$ cat config.mk
export PLATFORM = sky130hd
export DESIGN_NAME = vlen_decode
export DESIGN_NICKNAME = d
export VERILOG_FILES = /design/src/rtl/vd_pkg.sv /design/src/rtl/vd_fields.sv /design/src/rtl/vd_outreg.sv /design/src/rtl/vlen_decode.sv
export SDC_FILE = /design/constraint.sdc
export NUM_CORES = 1
export LEC_CHECK = 0
export ABC_AREA = 1
export BUFFER_PORTS_ARGS = -buffer_cell sky130_fd_sc_hd__buf_2
export CORE_MARGIN = 3
export CORE_UTILIZATION = 30
export CTS_BUF_LIST = sky130_fd_sc_hd__clkbuf_16
export DETAILED_ROUTE_END_ITERATION = 8
export SETUP_SLACK_MARGIN = 0.2
export SYNTH_ARGS = -nofsm -noshare
export SYNTH_HDL_FRONTEND = slang
export SYNTH_HIERARCHICAL = 1
export SYNTH_SLANG_ARGS = --single-unit
$ cat constraint.sdc
create_clock -name clk -period 3.75 [get_ports clk]
set_input_delay 0.5625 -clock clk [delete_from_list [all_inputs] [get_ports clk]]
set_output_delay 0.5625 -clock clk [all_outputs]
set_load 0.05 [all_outputs]
$ cat src/rtl/vd_pkg.sv
package vd_pkg;
  localparam int INSN_W = 16;
  localparam int OP_W   = 8;
  localparam int REG_W  = 4;
  localparam int IMM_W  = 8;
  localparam int DISP_W = 11;
  localparam int LEN_W  = 3;
  localparam int COND_W = 4;

  localparam logic [OP_W-1:0]   OP_LOW_LAST   = 8'h0E;
  localparam logic [OP_W-1:0]   OP_HIGH_FIRST = 8'h19;
  localparam logic [OP_W-1:0]   OP_HIGH_LAST  = 8'h39;
  localparam logic [OP_W-1:0]   OP_TRAP       = 8'h30;
  localparam logic [COND_W-1:0] COND_LAST     = 4'd9;
  localparam logic [LEN_W-1:0]  LEN_SHORT     = 3'd2;
  localparam logic [LEN_W-1:0]  LEN_LONG      = 3'd6;

  typedef enum logic [1:0] {FMT_NONE = 2'd0, FMT_ONE = 2'd1, FMT_TWO = 2'd2, FMT_THREE = 2'd3} fmt_e;
  typedef enum logic [1:0] {AW_BYTE = 2'd0, AW_HALF = 2'd1, AW_WORD = 2'd2} width_e;

  typedef struct packed {
    fmt_e              fmt;
    logic [OP_W-1:0]   op;
    logic [REG_W-1:0]  ra;
    logic [REG_W-1:0]  rb;
    logic [IMM_W-1:0]  imm;
    logic [DISP_W-1:0] disp;
    logic [LEN_W-1:0]  len;
    logic              ext;
    logic              illegal;
    width_e            width;
    logic              zext;
    logic              shamt5;
    logic              sr3;
  } dec_t;

  localparam int DEC_W = $bits(dec_t);

  function automatic logic op_defined(input logic [OP_W-1:0] op);
    return (op <= OP_LOW_LAST) || (op >= OP_HIGH_FIRST && op <= OP_HIGH_LAST);
  endfunction

  function automatic logic op_has_ext(input logic [OP_W-1:0] op);
    case (op)
      8'h01, 8'h03, 8'h08, 8'h09, 8'h0C, 8'h0D, 8'h1A, 8'h1B,
      8'h1D, 8'h1F, 8'h20, 8'h22, 8'h24, 8'h30,
      8'h36, 8'h37, 8'h38, 8'h39: return 1'b1;
      default:                    return 1'b0;
    endcase
  endfunction

  function automatic width_e op_width(input logic [OP_W-1:0] op);
    case (op)
      8'h1C, 8'h1D, 8'h1E, 8'h1F, 8'h36, 8'h37: return AW_BYTE;
      8'h21, 8'h22, 8'h23, 8'h24, 8'h38, 8'h39: return AW_HALF;
      default:                                  return AW_WORD;
    endcase
  endfunction

  function automatic logic op_zext(input logic [OP_W-1:0] op);
    case (op)
      8'h1C, 8'h1D, 8'h21, 8'h22, 8'h36, 8'h38: return 1'b1;
      default:                                  return 1'b0;
    endcase
  endfunction

  function automatic logic op_shift(input logic [OP_W-1:0] op);
    return (op == 8'h27) || (op == 8'h28) || (op == 8'h2D);
  endfunction
endpackage

$ cat src/rtl/vd_fields.sv
module vd_fields
  import vd_pkg::*;
(
  input  logic [INSN_W-1:0] word,
  output dec_t              dec
);
  logic [OP_W-1:0]   f1_op;
  logic [COND_W-1:0] f3_cond;
  logic              f1_ok;

  assign f1_op   = word[15:8];
  assign f3_cond = word[13:10];
  assign f1_ok   = op_defined(f1_op);

  always_comb begin
    dec         = '0;
    dec.len     = LEN_SHORT;
    dec.width   = AW_WORD;
    if (!word[15]) begin
      dec.fmt     = FMT_ONE;
      dec.op      = f1_op;
      dec.ra      = word[7:4];
      dec.rb      = word[3:0];
      dec.illegal = !f1_ok;
      if (f1_ok) begin
        dec.ext    = op_has_ext(f1_op);
        dec.len    = op_has_ext(f1_op) ? LEN_LONG : LEN_SHORT;
        dec.width  = op_width(f1_op);
        dec.zext   = op_zext(f1_op);
        dec.shamt5 = op_shift(f1_op);
        dec.sr3    = (f1_op == OP_TRAP);
      end
    end else if (!word[14]) begin
      dec.fmt = FMT_TWO;
      dec.op  = {{(OP_W-2){1'b0}}, word[13:12]};
      dec.ra  = word[11:8];
      dec.imm = word[7:0];
    end else begin
      dec.fmt     = FMT_THREE;
      dec.op      = {{(OP_W-COND_W){1'b0}}, f3_cond};
      dec.disp    = {word[9:0], 1'b0};
      dec.illegal = (f3_cond > COND_LAST);
    end
  end
endmodule

$ cat src/rtl/vd_outreg.sv
module vd_outreg #(
  parameter int DATA_W     = 8,
  parameter bit RESET_DATA = 1'b0
) (
  input  logic              clk,
  input  logic              rst,
  input  logic              in_valid,
  output logic              in_ready,
  input  logic [DATA_W-1:0] in_data,
  output logic              out_valid,
  input  logic              out_ready,
  output logic [DATA_W-1:0] out_data
);
  logic take;

  assign in_ready = !out_valid || out_ready;
  assign take     = in_valid && in_ready;

  always_ff @(posedge clk) begin
    if (rst)           out_valid <= 1'b0;
    else if (in_ready) out_valid <= in_valid;
  end

  generate
    if (RESET_DATA) begin : g_rst_data
      always_ff @(posedge clk) begin
        if (rst)       out_data <= '0;
        else if (take) out_data <= in_data;
      end
    end else begin : g_plain_data
      always_ff @(posedge clk) begin
        if (take) out_data <= in_data;
      end
    end
  endgenerate
endmodule

$ cat src/rtl/vlen_decode.sv
module vlen_decode
  import vd_pkg::*;
#(
  parameter bit RESET_DATA = 1'b0
) (
  input  logic              clk,
  input  logic              rst,
  input  logic              in_valid,
  output logic              in_ready,
  input  logic [INSN_W-1:0] in_word,
  output logic              out_valid,
  input  logic              out_ready,
  output logic [1:0]        out_fmt,
  output logic [OP_W-1:0]   out_op,
  output logic [REG_W-1:0]  out_ra,
  output logic [REG_W-1:0]  out_rb,
  output logic [IMM_W-1:0]  out_imm,
  output logic [DISP_W-1:0] out_disp,
  output logic [LEN_W-1:0]  out_len,
  output logic              out_ext,
  output logic              out_illegal,
  output logic [1:0]        out_width,
  output logic              out_zext,
  output logic              out_shamt5,
  output logic              out_sr3
);
  dec_t             d_comb;
  dec_t             d_q;
  logic [DEC_W-1:0] d_q_bits;

  vd_fields u_fields (
    .word (in_word),
    .dec  (d_comb)
  );

  vd_outreg #(
    .DATA_W     (DEC_W),
    .RESET_DATA (RESET_DATA)
  ) u_reg (
    .clk       (clk),
    .rst       (rst),
    .in_valid  (in_valid),
    .in_ready  (in_ready),
    .in_data   (d_comb),
    .out_valid (out_valid),
    .out_ready (out_ready),
    .out_data  (d_q_bits)
  );

  assign d_q         = dec_t'(d_q_bits);
  assign out_fmt     = d_q.fmt;
  assign out_op      = d_q.op;
  assign out_ra      = d_q.ra;
  assign out_rb      = d_q.rb;
  assign out_imm     = d_q.imm;
  assign out_disp    = d_q.disp;
  assign out_len     = d_q.len;
  assign out_ext     = d_q.ext;
  assign out_illegal = d_q.illegal;
  assign out_width   = d_q.width;
  assign out_zext    = d_q.zext;
  assign out_shamt5  = d_q.shamt5;
  assign out_sr3     = d_q.sr3;
endmodule

# Word level (Yosys, flattened, before mapping)
# Memories as Yosys holds them, arrays and structs flattened. A register that Yosys moved wholly into a read port is not among the register bits.
# Index checks and enable logic that the tools add are counted.
# totals
ff_bits	47
rom_bits	128
input_bits	20
output_inout_bits	49
elab_cells	59
n_memories	2
# classes
order_cmp	4
n_eq_ne	16
mux	11
bitwise_logic	3
n_reduce_logical	16
# memory_table
memory	words	word_bits	rd	rd_ports_with_merged_regs	wr	line_no	source
(no name shown)	64	1	1	1	0	vd_pkg.sv:44	case (op)
(no name shown)	64	1	1	0	0	vd_pkg.sv:44	
# op_table
operator	n
8-bit by 6-bit equality test with 1-bit output (second input constant)	12
8-bit by 5-bit equality test with 1-bit output (second input constant)	4
6-bit OR reduction	3
11-bit 2-to-1 mux	1
9-bit 2-to-1 mux	1
8-bit by 5-bit >= comparator with 1-bit output (second input constant)	1
8-bit by 4-bit less-or-equal comparator with 1-bit output (second input constant)	1
8-bit by 6-bit less-or-equal comparator with 1-bit output (second input constant)	1
1-bit 2-to-1 mux	6
4-bit > comparator (second input constant)	1
1-bit logical OR	4
4-bit 2-to-1 mux	1
2-bit one-hot mux with 2 select lines	1
2-bit OR reduction	2
3-bit 2-to-1 mux	1
1-bit NOT	3
3-bit OR reduction	1
1-bit logical AND	2
1-bit logical NOT	2
2-bit logical NOT	1
2-bit AND reduction	1

# Logic depth before layout (Yosys ltp)
# Gate-level depths: netlist (run 1).
# depth
word_depth	6
depth_mapped	9
mapped_depth_nobuf	8

# Modules after synthesis
# The synthesis (run 1) kept the hierarchy.
# by_module_without_submodules
module	n_inst	cells_per_inst	area_per_inst_um2	seq_area_each_um2
vd_outreg	1	53	1458.9	1431.4
vd_fields	1	133	629.4	0.0

# Worst setup path after synthesis (run 1)
# Ideal clock, no wire load.
# synth_timing
path_type	input port to flip-flop
startpoint	input port in_valid
endpoint	register u_reg.out_data[0], enable pin
setup_time_ns	0.467
t_arrival_ns	2.913
required_time_ns	3.283
setup_slack_ns	0.370
path_stages	2
n_path_buf	0
cell_sequence	inv_1 a21oi_1
# synth_via
elab_chain_cells	1
# synth_lines
element	line_no	source
from (decl)	vlen_decode.sv:8	input logic in_valid,
1-bit logical AND	vd_outreg.sv:17	assign take = in_valid && in_ready;
net u_reg.take	vd_outreg.sv:14	logic take;
to (signal assigned)	vd_outreg.sv:32	if (take) out_data <= in_data;
to (decl)	vd_outreg.sv:12	output logic [DATA_W-1:0] out_data
# The timed path passes the listed nets, and every way through them passes these cells.
# A chain may end at the register's enable or synchronous reset.

# Worst setup path after layout (run 1)
# layout_timing
startpoint	input port out_ready
endpoint	register u_reg.out_data[44], enable pin
# layout_via
elab_chain_cells	2
# layout_lines
element	line_no	source
from (decl)	vlen_decode.sv:12	input logic out_ready,
1-bit logical OR	vd_outreg.sv:16	assign in_ready = !out_valid || out_ready;
1-bit logical AND	vd_outreg.sv:17	
net u_reg.take	vd_outreg.sv:14	
# The timed path passes the listed nets, and every way through them passes these cells.

==> results, run 1 <==
- The critical path class is in2reg.
- Of the cells placed in the final design, the portion with a size suffix greater than 1 is 0.345.
- The count of buffers added on input and output ports is 68.
- Of the total power, combinational logic draws 0.184.
- Setup violations remaining at the end of the flow were counted as 0.
- After routing the design area is roughly 0.0026 mm².
- The total global-route track usage is 0.117.
- The first global-routing pass estimated between 7000 and 8000 µm of wire.
- The number of antenna diodes in the final layout is 0.
- Counting distinct cell types in the post-synthesis netlist gives 27.
- Counting every instance in the synthesized netlist gives 186.
- For this run, the register share of the synthesized area comes to 0.685.
- The critical path data arrival time is 1810 ps.
- The number of buffers added to fix hold violations after cts is 0.
- Of the total synthesized cell area, the portion taken by AND, OR, NAND and NOR gates is 0.162.
- Once routing completed, OpenROAD measured the worst setup slack at 1910 ps.
- The wire length after detailed routing is 4490 µm.
- The critical path required time is 3710 ps.
- The share of total power dissipated in sequential elements is 0.501.
- The worst setup path is captured at a flip-flop.
- By count the netlist is led by edfxtp_1 (47), nor2_1 (39), nand2_1 (21).
- The share of synthesized area spent on multiplexers is 0.
- In this run, CTS created clock tree buffers numbering 5.
- The area of the die is roughly 0.0080 mm².
- The via count of the first global-routing pass is about 1.5k.
- After synthesis the cells add up to approximately 0.0021 mm².
- The die boundary height is approximately 90 µm.
- The max-slew violation count is 0.
- The initial antenna violation count was 0.
- The number of cells on the worst reg-to-reg path is 2.
- The max capacitance violation total is 0.
- The internal portion of the total power is approximately 0.9 mW.
- The share of total power dissipated in the clock network is 0.315.
- After clock tree synthesis, the clock-pin slew on the worst setup and hold paths is around 60 ps.
- For the finished layout, the period the worst path requires is 1840 ps.
- The biggest area consumer among synthesized cells is edfxtp_1.
- The first detailed-routing pass took 4 iterations.
- Across the VDD grid, the largest voltage drop is about 0.2 mV.
- The post-CTS setup buffer count is 0.
- On the final layout, the worst hold slack is 438 ps.
- The most critical setup path has its startpoint at out_ready.
- The DRC violations left is 0.
- The growth of design area from synthesis to finish is 24.5%.
- The final hold violation count is 0.
- For this configuration, the core starts out at a cell density of 0.320.
- Counting tap cells, the placed design contains a total of ~320 instances.
- The worst setup path is launched from a primary input.
- The routed via count is about 1.5k.
- Clock tree synthesis selected as its root buffer the cell clkbuf_16.
- The half-perimeter wire length after detailed placement is between 3000 and 4000 µm.
- The floorplan step set the die width to approximately 89 µm.
- The number of standard cells in the layout, taps in and fillers out is between 300 and 400.
- The vias per cell is ~4.7.
- The period utilization is 0.492.
- The switching portion of total power is 0.283.
- Based on the critical path, the design can be clocked at up to approximately 0.54 GHz.
- Setup repair after global routing left no endpoint under its margin.
- The count of instances resized after the clock tree is built is 0.
- The min-delay analysis places its worst path in the category in2reg.
- Headroom to the max-slew limit came out at 0.400.
- By area the synthesized netlist is led by edfxtp_1 (68%), nor2_1 (7.0%), nand2_1 (3.8%).
- The power density over the cells is 491 mW/mm².
- The H-tree was split into 2 levels.
- The final net count is between 200 and 300.
- The largest buffer count on any clock path is 2.
- The static leakage is roughly 1.1 nW.
- The async set-reset flop share out of synthesis is 0.
- The detailed router finished its first iteration with ~140 violations.
- In this run the power spent charging and discharging nets is 0.362 mW.
- The synthesized design contains 47 enable-type register cells.
- Once placement finished, the instance area stood at ~0.0025 mm².
- Routability-driven placement finished with a final weighted congestion of between 0.9 and 1.
- The worst hold path begins at rst.
- For the pin with the worst max-slew slack, the measured transition is 898 ps.
- For this run, the number of Yosys warnings is 6.
- Between clock sinks in the finished design, the worst skew comes to between 3 and 4 ps.
- The maximum fanout encountered on the critical timing path is 29.
- In this run the worst setup path terminates at u_reg/out_data[44]$_DFFE_PP_.
- The row count is 29.
- The synthesized-area fraction occupied by adder cells is 0.
- The most common flop cell mapped by yosys is edfxtp_1.
- The post-synthesis compound-gate area fraction is 0.0677.
- The remaining global-route overflow is 0.
- The detail route stage leaves a number of antenna-violating nets equal to 0.
- In this run the critical register-to-register path is captured at u_reg/out_data[44]$_DFFE_PP_.
- Of the total synthesized cell area, the portion taken by XOR and XNOR cells is 0.
- The boundary pin count is 69.
- The setup check on the worst reg-to-reg path leaves a slack of 1950 ps.
- The clock network latency to the later pin of the worst-skew pair is between 200 and 300 ps.
- The register bit total from synthesis is between 40 and 50.
- The run finished with clean final reports.
- The source of the worst register-to-register timing path is u_reg/out_valid$_SDFFE_PP0P_.
- After detailed routing, the average wire length per cell comes to 13.6 µm.
- The total negative slack for setup checks is 0 ps.
- The pin count of the biggest net entering global routing is 30.
- TritonCTS built the clock tree.
- The number of sinks on the clock net is between 40 and 50.
- The fraction of post-synthesis cell area in the top cell type by area is 0.676.
- By area, the combinational part of the netlist is dominated by simple AND/OR/NAND/NOR gates.
- The placement-stage worst setup slack is around 1600 ps.
- The floorplan core area is roughly 0.0065 mm².
- The most frequently used cell type in the post-synthesis netlist is edfxtp_1.
- The average size of a mapped cell is 11.2 µm².
-- placed cells by master (no fill, tap or decap) --
cell,count
nor3b_1,1
nand3_1,6
o221ai_1,3
buf_2,68
nor2_1,39
a31oi_1,1
conb_1,4
inv_2,4
nand3_2,1
inv_1,20
o21ai_0,7
nand2_1,21
o22ai_1,6
dfxtp_1,1
nor3_1,2
a21oi_2,1
nand4_1,1
nor2_2,3
nor2_4,1
buf_4,1
nand2_2,2
o211ai_1,1
clkinv_1,1
clkbuf_16,5
edfxtp_1,47
a21oi_4,1
nor4_1,1
a21oi_1,3
-- worst min-delay path by stage --
stage	end	cells past startpoint
CTS	u_reg/out_valid$_SDFFE_PP0P_	2
floorplan	u_reg/out_valid$_SDFFE_PP0P_	1
finish	u_reg/out_valid$_SDFFE_PP0P_	2
detailed placement	u_reg/out_valid$_SDFFE_PP0P_	2
global placement	u_reg/out_valid$_SDFFE_PP0P_	2
global route	u_reg/out_valid$_SDFFE_PP0P_	2
-- per-stage QoR --
| step | utilization | power, mW |
|---|---|---|
| detailed placement | 0.377 | 0.887 |
| global route | 0.398 | 1.34 |
| finish | 0.398 | 1.28 |
| floorplan | - | 0.834 |
| global placement | 0.377 | 0.887 |
| CTS | 0.398 | 1.29 |
-- power groups by stage --
stage          clock (mW)  combinational (mW)  sequential (mW)
2_1_floorplan           0              0.0635            0.770
3_3_place_gp            0               0.236            0.652
3_5_place_dp            0               0.236            0.652
4_1_cts             0.417               0.236            0.641
5_1_grt             0.443               0.252            0.642
6_report            0.402               0.235            0.640
-- metal layers --
metal,up-vias,track usage,share of wire
met3,2,0.0323,0.086
met1,711,0.144,0.43
met4,0,0.0406,0.0089
met5,-,0,0
met2,74,0.198,0.48
li1,752,-,-
-- state kept, by name, summed over array words and instances (netlist names) --
signal,flops
u_reg/out_data,47
u_reg/out_valid,1
-- critical path, stage by stage --
cell	delay [ps]
buf_2	80
inv_2	40
a21oi_4	700
buf_4	400
-- cells by family (layout without fill, tap and decap cells) --
group	Yosys count	after routing
AOI/OAI and AO/OA	23	23
buffers and inverters	35	99
DFF	48	48
other	2	4
and+or+nand+nor	78	78
-- layout make-up --
class / count / area, µm²
fill: 640 / 3930
sequential: 48 / 1430
multi-input combinational: 105 / 505
timing repair buffer: 69 / 348
clock buffer: 5 / 125
tap: 77 / 96.3
inverter: 22 / 82.6
clock inverter: 3 / 11.3
Note: power is estimated with default switching activity, not from simulation.
==> run 2: changes to the inputs <==
clock period = 1.7 ns   (was 3.75 ns; I/O delays follow)
==> results, run 2 (synthesis results as in run 1) <==
- The total global-route track usage is 0.114.
- The half-perimeter wire length after detailed placement is 3240 µm.
- Setup violations remaining at the end of the flow were counted as 0.
- The type of the most critical hold path is in2reg.
- The count of cells along the worst hold path is 2.
- The number of standard cells in the layout, taps in and fillers out is 331.
- Once the clock tree was built, the setup fixing pass inserted 0 buffers.
- The clock skew is about 4.3 ps.
- The total power of the final layout is between 2 and 3 mW.
- The longest clock path from root to sink contains 2 buffers.
- Pin placement for this block handled between 60 and 70 I/O pins.
- In the routed layout, each cell is associated on average with a via count of ~4.7.
- The startpoint of the most critical hold path is rst.
- For this run, the top clock speed supported by timing is a little over 0.8 GHz.
- The final hold violation count was 0.
- The number of sinks on the clock net is 48.
- The placement-stage worst setup slack is approximately 230 ps.
- The worst setup path is of the reg2out kind.
- The signal on the critical path passes through nand2_2 -> buf_2.
- The maximum ir drop on the vdd rail is between 0.3 and 0.4 mV.
- Max-cap violations in this run came to 0.
- Summed over all failing endpoints, the final setup total negative slack is 0 ps.
- After detailed routing, the average wire length per cell comes to about 14 µm.
- The worst register-to-register path has a depth of 2.
- The die boundary height is just under 90 µm.
- Across all hold checks on the routed design, the worst slack comes to approximately 120 ps.
- Of the total power, the share spent switching nets is 0.285.
- The total overflow left after global routing is 0.
- The worst path in the final design needs a cycle of around 1200 ps, including I/O delays and setup.
- After the last flow step, the layout net total stands at roughly 270.
- CTS built an H-tree with a depth of 2.
- For this run, design rule violations remaining after detail routing come to 0.
- Wires add up to 4500 µm.
- The register ranked first by flip-flop count is u_reg/out_data.
- The initial cell density of the core is 0.320.
- The worst hold path terminates at u_reg/out_valid$_SDFFE_PP0P_.
- The most frequent standard cell in the layout excluding fill and tap cells is buf_2.
- The internal portion of total power is between 2 and 2.5 mW.
- Setup repair after global routing left no endpoint under its margin.
- The total iterations of the first detailed-routing run is 6.
- Entering global routing, the biggest net connects 48 pins.
- The number of nets still failing antenna checks after routing is 0.
- The violation count after the first detailed-routing iteration is 56.
- The power density over the cells is between 1000 and 1500 mW/mm².
- The critical path required time is 1440 ps.
- The area of the die is about 0.008 mm².
- In this run the critical register-to-register path is captured at u_reg/out_data[34]$_DFFE_PP_.
- The number of hold buffers added after CTS was 0.
- Including well taps, the total number of placed cells is 323.
- Summing over every cut layer, the via total after detailed routing is approximately 1.6k.
- The largest registers in the layout are u_reg/out_data: 47 flops, u_reg/out_valid: 1 flops.
- In the final layout, the share of cells above drive strength 1 is 0.354.
- 0 antenna diodes ended up in the layout.
- The initialized floorplan defines 29 standard-cell rows.
- The initial antenna violation count is 0.
- The total area inside the core boundary comes to roughly 0.0065 mm².
- The share of power burned in registers is 0.497.
- The finished cells cover about 0.0026 mm².
- The clock tree root driver cell is clkbuf_16.
- The worst setup path is captured at a primary output.
- The first-pass GRT wire length is approximately 6800 µm.
- The biggest cell delay along the critical path is ~360 ps.
- The sort of element at the start of the critical path is a flip-flop.
- The via count of the first global-routing pass is between 1k and 1.5k.
- The register with the most flip-flops in the layout has 47 of them.
- Of the total power, the clock network draws 0.316.
- The period utilization is 0.713.
- In the layout the commonest cells are buf_2 (68), edfxtp_1 (47), nor2_1 (39).
- The clock-pin slew on the worst setup and hold paths is about 60 ps.
- The number of port buffers is between 60 and 70.
- Routability-driven placement finished with a final weighted congestion of around 0.9.
- Along the worst path, the maximum fanout reaches 3.
- The max-slew violation count was 0.
- The CTS tree is built.
- Clock tree synthesis inserted a total of 5 buffers.
- The switching power of the nets is between 0.8 and 0.9 mW.
- In this run the cell area measured after placement is approximately 0.0025 mm².
- The setup check on the worst reg-to-reg path leaves a slack of ~600 ps.
- The run finished with clean final reports.
- The startpoint identified for the worst register-to-register timing path is u_reg/out_valid$_SDFFE_PP0P_.
- The die span in x is 89.4 µm.
- The count of instances resized after the clock tree is built is 0.
- Once layout is complete, the utilization of the core stands at 0.403.
- The relative contribution of combinational cells to total power is 0.187.
- The final worst-path setup slack is 487 ps.
- The cell type of the slowest stage on the worst timing path is dfxtp_4.
- In this run the static leakage power is 1.15 nW.
- The count of fill cells added during filler insertion is about 650.
- The critical path data arrival time is 960 ps.
- Relative to the synthesized area, the layout overhead comes to 26.0%.
- The clock network latency to the later pin of the worst-skew pair is approximately 280 ps.
run 2: changes by cell type in the layout (fill, tap and decap cells not counted), sizes merged:
cell  before  now
buf       69   71
run 2: per-layer routing:
layer	GRT usage	wire length (µm)	up-vias
li1	-	-	754
met1	0.144	2010	718
met2	0.185	2090	83
met3	0.0230	312	8
met4	0.0568	82	0
met5	0	0	-
run 2: how the worst max path moves through the flow:
stage	end	from	slack, ps
after detailed placement	u_reg/out_data[2]$_DFFE_PP_	in_word[15]	230
after CTS	in_ready	u_reg/out_valid$_SDFFE_PP0P_	470
after global routing	u_reg/out_data[2]$_DFFE_PP_	in_word[15]	430
after floorplan	u_reg/out_data[0]$_DFFE_PP_	u_reg/out_valid$_SDFFE_PP0P_	50
after global placement	u_reg/out_data[2]$_DFFE_PP_	in_word[15]	300
final	in_ready	u_reg/out_valid$_SDFFE_PP0P_	490
run 2: layout make-up:
type,count,area [µm²],share of cell area
timing repair buffer,71,375,0.143
sequential,48,1440,0.545
clock inverter,3,11.3,0.00428
multi-input combinational,105,505,0.192
clock buffer,5,125,0.0476
tap,77,96.3,0.0366
inverter,22,82.6,0.0314
run 2: worst max-delay path: cells and delay by family, from the launching register on:
| family | cells | cell delay [ps] |
|---|---|---|
| DFF | 1 | 360 |
| buffers and inverters | 1 | 260 |
| and+or+nand+nor | 1 | 70 |
run 2: power groups by stage:
stage	logic, mW	clock network (mW)	registers, mW
final	0.528	0.895	1.41
after detailed placement	0.531	0	1.43
after global routing	0.564	0.983	1.41
after global placement	0.528	0	1.43
after CTS	0.532	0.932	1.41
after floorplan	0.143	0	1.70
==> run 3: changes to the inputs <==
clock period = 1.3 ns   (was 1.7 ns; I/O delays follow)
==> results, run 3 (synthesis results as in run 1) <==
- The growth of design area from synthesis to finish is 31.3%.
- IR analysis of the VDD net gives a maximum drop of around 0.46 mV.
- Routed signal wires occupy layers up through met4.
- In the layout the commonest cells are buf_2 (56), edfxtp_1 (47), nor2_1 (39).
- The critical path required time is between 1000 and 1500 ps.
- The wire-length estimate of the detail-placed layout is approximately 3300 µm.
- Setup violations remaining at the end of the flow were counted as 0.
- The clock tree root driver cell is clkbuf_16.
- Based on the critical path, the design can be clocked at up to around 0.9 GHz.
- Including well taps, the total number of placed cells is ~330.
- After detailed routing, the average wire length per cell comes to about 14 µm.
- In this run the remaining antenna-violating nets after routing total 0.
- In the post-route analysis, the smallest setup slack over all paths is slightly below 200 ps.
- After clock tree synthesis, the clock-pin slew on the worst setup and hold paths is about 60 ps.
- Of the available clock period, the critical path in the final layout requires 0.852.
- The most frequent standard cell in the layout excluding fill and tap cells is buf_2.
- The register ranked first by flip-flop count is u_reg/out_data.
- The total area of multi-input combinational cells is ~510 µm².
- Dividing total power by cell area gives a power density of 1370 mW/mm².
- Summing all placed instances gives a cell area of ~0.0025 mm².
- The max capacitance violation total is 0.
- The routed via count is around 1.6k.
- Across every metal layer, demand over resource in global routing totals 0.112.
- The final cell utilization of the core is 0.420.
- The die boundary height is approximately 89 µm.
- The max-slew violation count was 0.
- For the finished layout, the period the worst path requires is 1110 ps.
- The detailed router put a total of between 1500 and 2000 µm of wire on met1.
- After detailed routing, the met3 layer carries between 300 and 400 µm of wire.
- The layout has roughly 640 filler cells.
- Of the cells placed in the final design, the portion with a size suffix greater than 1 is 0.377.
- STA classifies the critical path endpoint as a flip-flop.
- The row count is 29.
- The initial cell density of the core is 0.320.
- In this run, post-CTS hold repair placed 0 buffers.
- The die covers about 0.0080 mm².
- The wire length after detailed routing is approximately 4600 µm.
- The amount of wire on met2 after detailed routing is between 2000 and 2500 µm.
- Traced cell by cell, the critical path runs through a21oi_4 -> clkbuf_16.
- On the critical path, the stage with the largest delay is an instance of dfxtp_4.
- The final design area excluding fillers is 0.00274 mm².
- The largest buffer count on any clock path is 2.
- The run finished with clean final reports.
- Setup repair after global routing could not meet its margin everywhere.
- The sort of element at the start of the critical path is a flip-flop.
- Dividing the detail-routed via count by the number of cells gives roughly 4.6.
- The clock arrives with 2.18 ps of skew.
- Post-CTS timing repair inserted 0 buffers for setup.
- The first detailed-routing pass took 4 iterations.
- The diode insertion count for antenna repair is 0.
- The total power of the final layout is 3.77 mW.
- The number of clock buffers added by TritonCTS is 5.
- The combined flip-flop and latch cell area is between 0.001 and 0.0015 mm².
- The smallest hold slack is 62.8 ps.
- The final net count is between 200 and 300.
- Prior to clock tree synthesis, the placed netlist has a worst setup slack of between 30 and 40 ps.
- The violation count after the first detailed-routing iteration is 100.
- The total negative slack for setup checks is 0 ps.
- The CTS tree is built.
- The critical path class is reg2reg.
- The largest registers in the layout are u_reg/out_data: 47 flops, u_reg/out_valid: 1 flops.
- The via count of the first global-routing pass is around 1.4k.
- The type of the most critical hold path is in2reg.
- The critical path data arrival time is 1100 ps.
- The static leakage is around 1.2 nW.
- The DRC violations left is 0.
- Summed over all layers, the global routing overflow is 0.
- The number of standard cells in the layout, taps in and fillers out is 337.
- The floorplan core area is approximately 0.0065 mm².
- The pin count of the biggest net entering global routing is 48.
- The maximum fanout encountered on the critical timing path is 23.
- The initial antenna violation count was 0.
- The die is about 90 µm wide.
- The clock network latency to the later pin of the worst-skew pair is between 200 and 300 ps.
- The biggest cell delay along the critical path is 360 ps.
- The flip-flop count of the largest register, all copies and words added is 47.
- 69 I/O pins were placed.
- The congestion estimate from routability-driven global placement came to between 0.9 and 1.
- The number of port buffers is 68.
- The final hold violation count is 0.
- The H-tree was split into 2 levels.
- The first-pass GRT wire length is between 6000 and 7000 µm.
- Clock tree synthesis found a total of 48 sinks.
run 3: critical path: cells and delay by family, from the launching register on:
kind            cells  cell delay, ps
compound gates      1             210
buf+inv             1             250
flops               1             360
run 3: timing repair:
action | CTS | global route
endpoints found under the setup margin | 25 | 59
gates resized for setup | 1 | 20
gates cloned | 0 | 1
endpoints found under the hold margin | 0 | 0
run 3: cell type report:
type,count,share of cell area
clock inverters,3,0.00502
flip-flops and latches,48,0.523
well taps,77,0.0351
inverters,22,0.0301
multi-input cells,105,0.184
repair buffers,77,0.177
clock buffers,5,0.0456
run 3: final timing paths:
kind                                        to                          from  cells past startpoint  slack, ps
setup / recovery  u_reg/out_data[42]$_DFFE_PP_  u_reg/out_valid$_SDFFE_PP0P_                      2        190
hold reg to reg   u_reg/out_valid$_SDFFE_PP0P_  u_reg/out_valid$_SDFFE_PP0P_                      2        520
hold / removal    u_reg/out_valid$_SDFFE_PP0P_                           rst                      2         60
setup reg to reg  u_reg/out_data[42]$_DFFE_PP_  u_reg/out_valid$_SDFFE_PP0P_                      2        190
run 3: report_power, final:
part / internal (mW) / switching [mW]
sequential: 1.81 / 0.0267
clock: 0.698 / 0.499
combinational: 0.178 / 0.554
run 3: routing by layer:
layer  up-vias  GRT usage
met2        81      0.182
met5         -          0
met1       703      0.142
li1        768          -
met4         0     0.0433
met3         4     0.0323
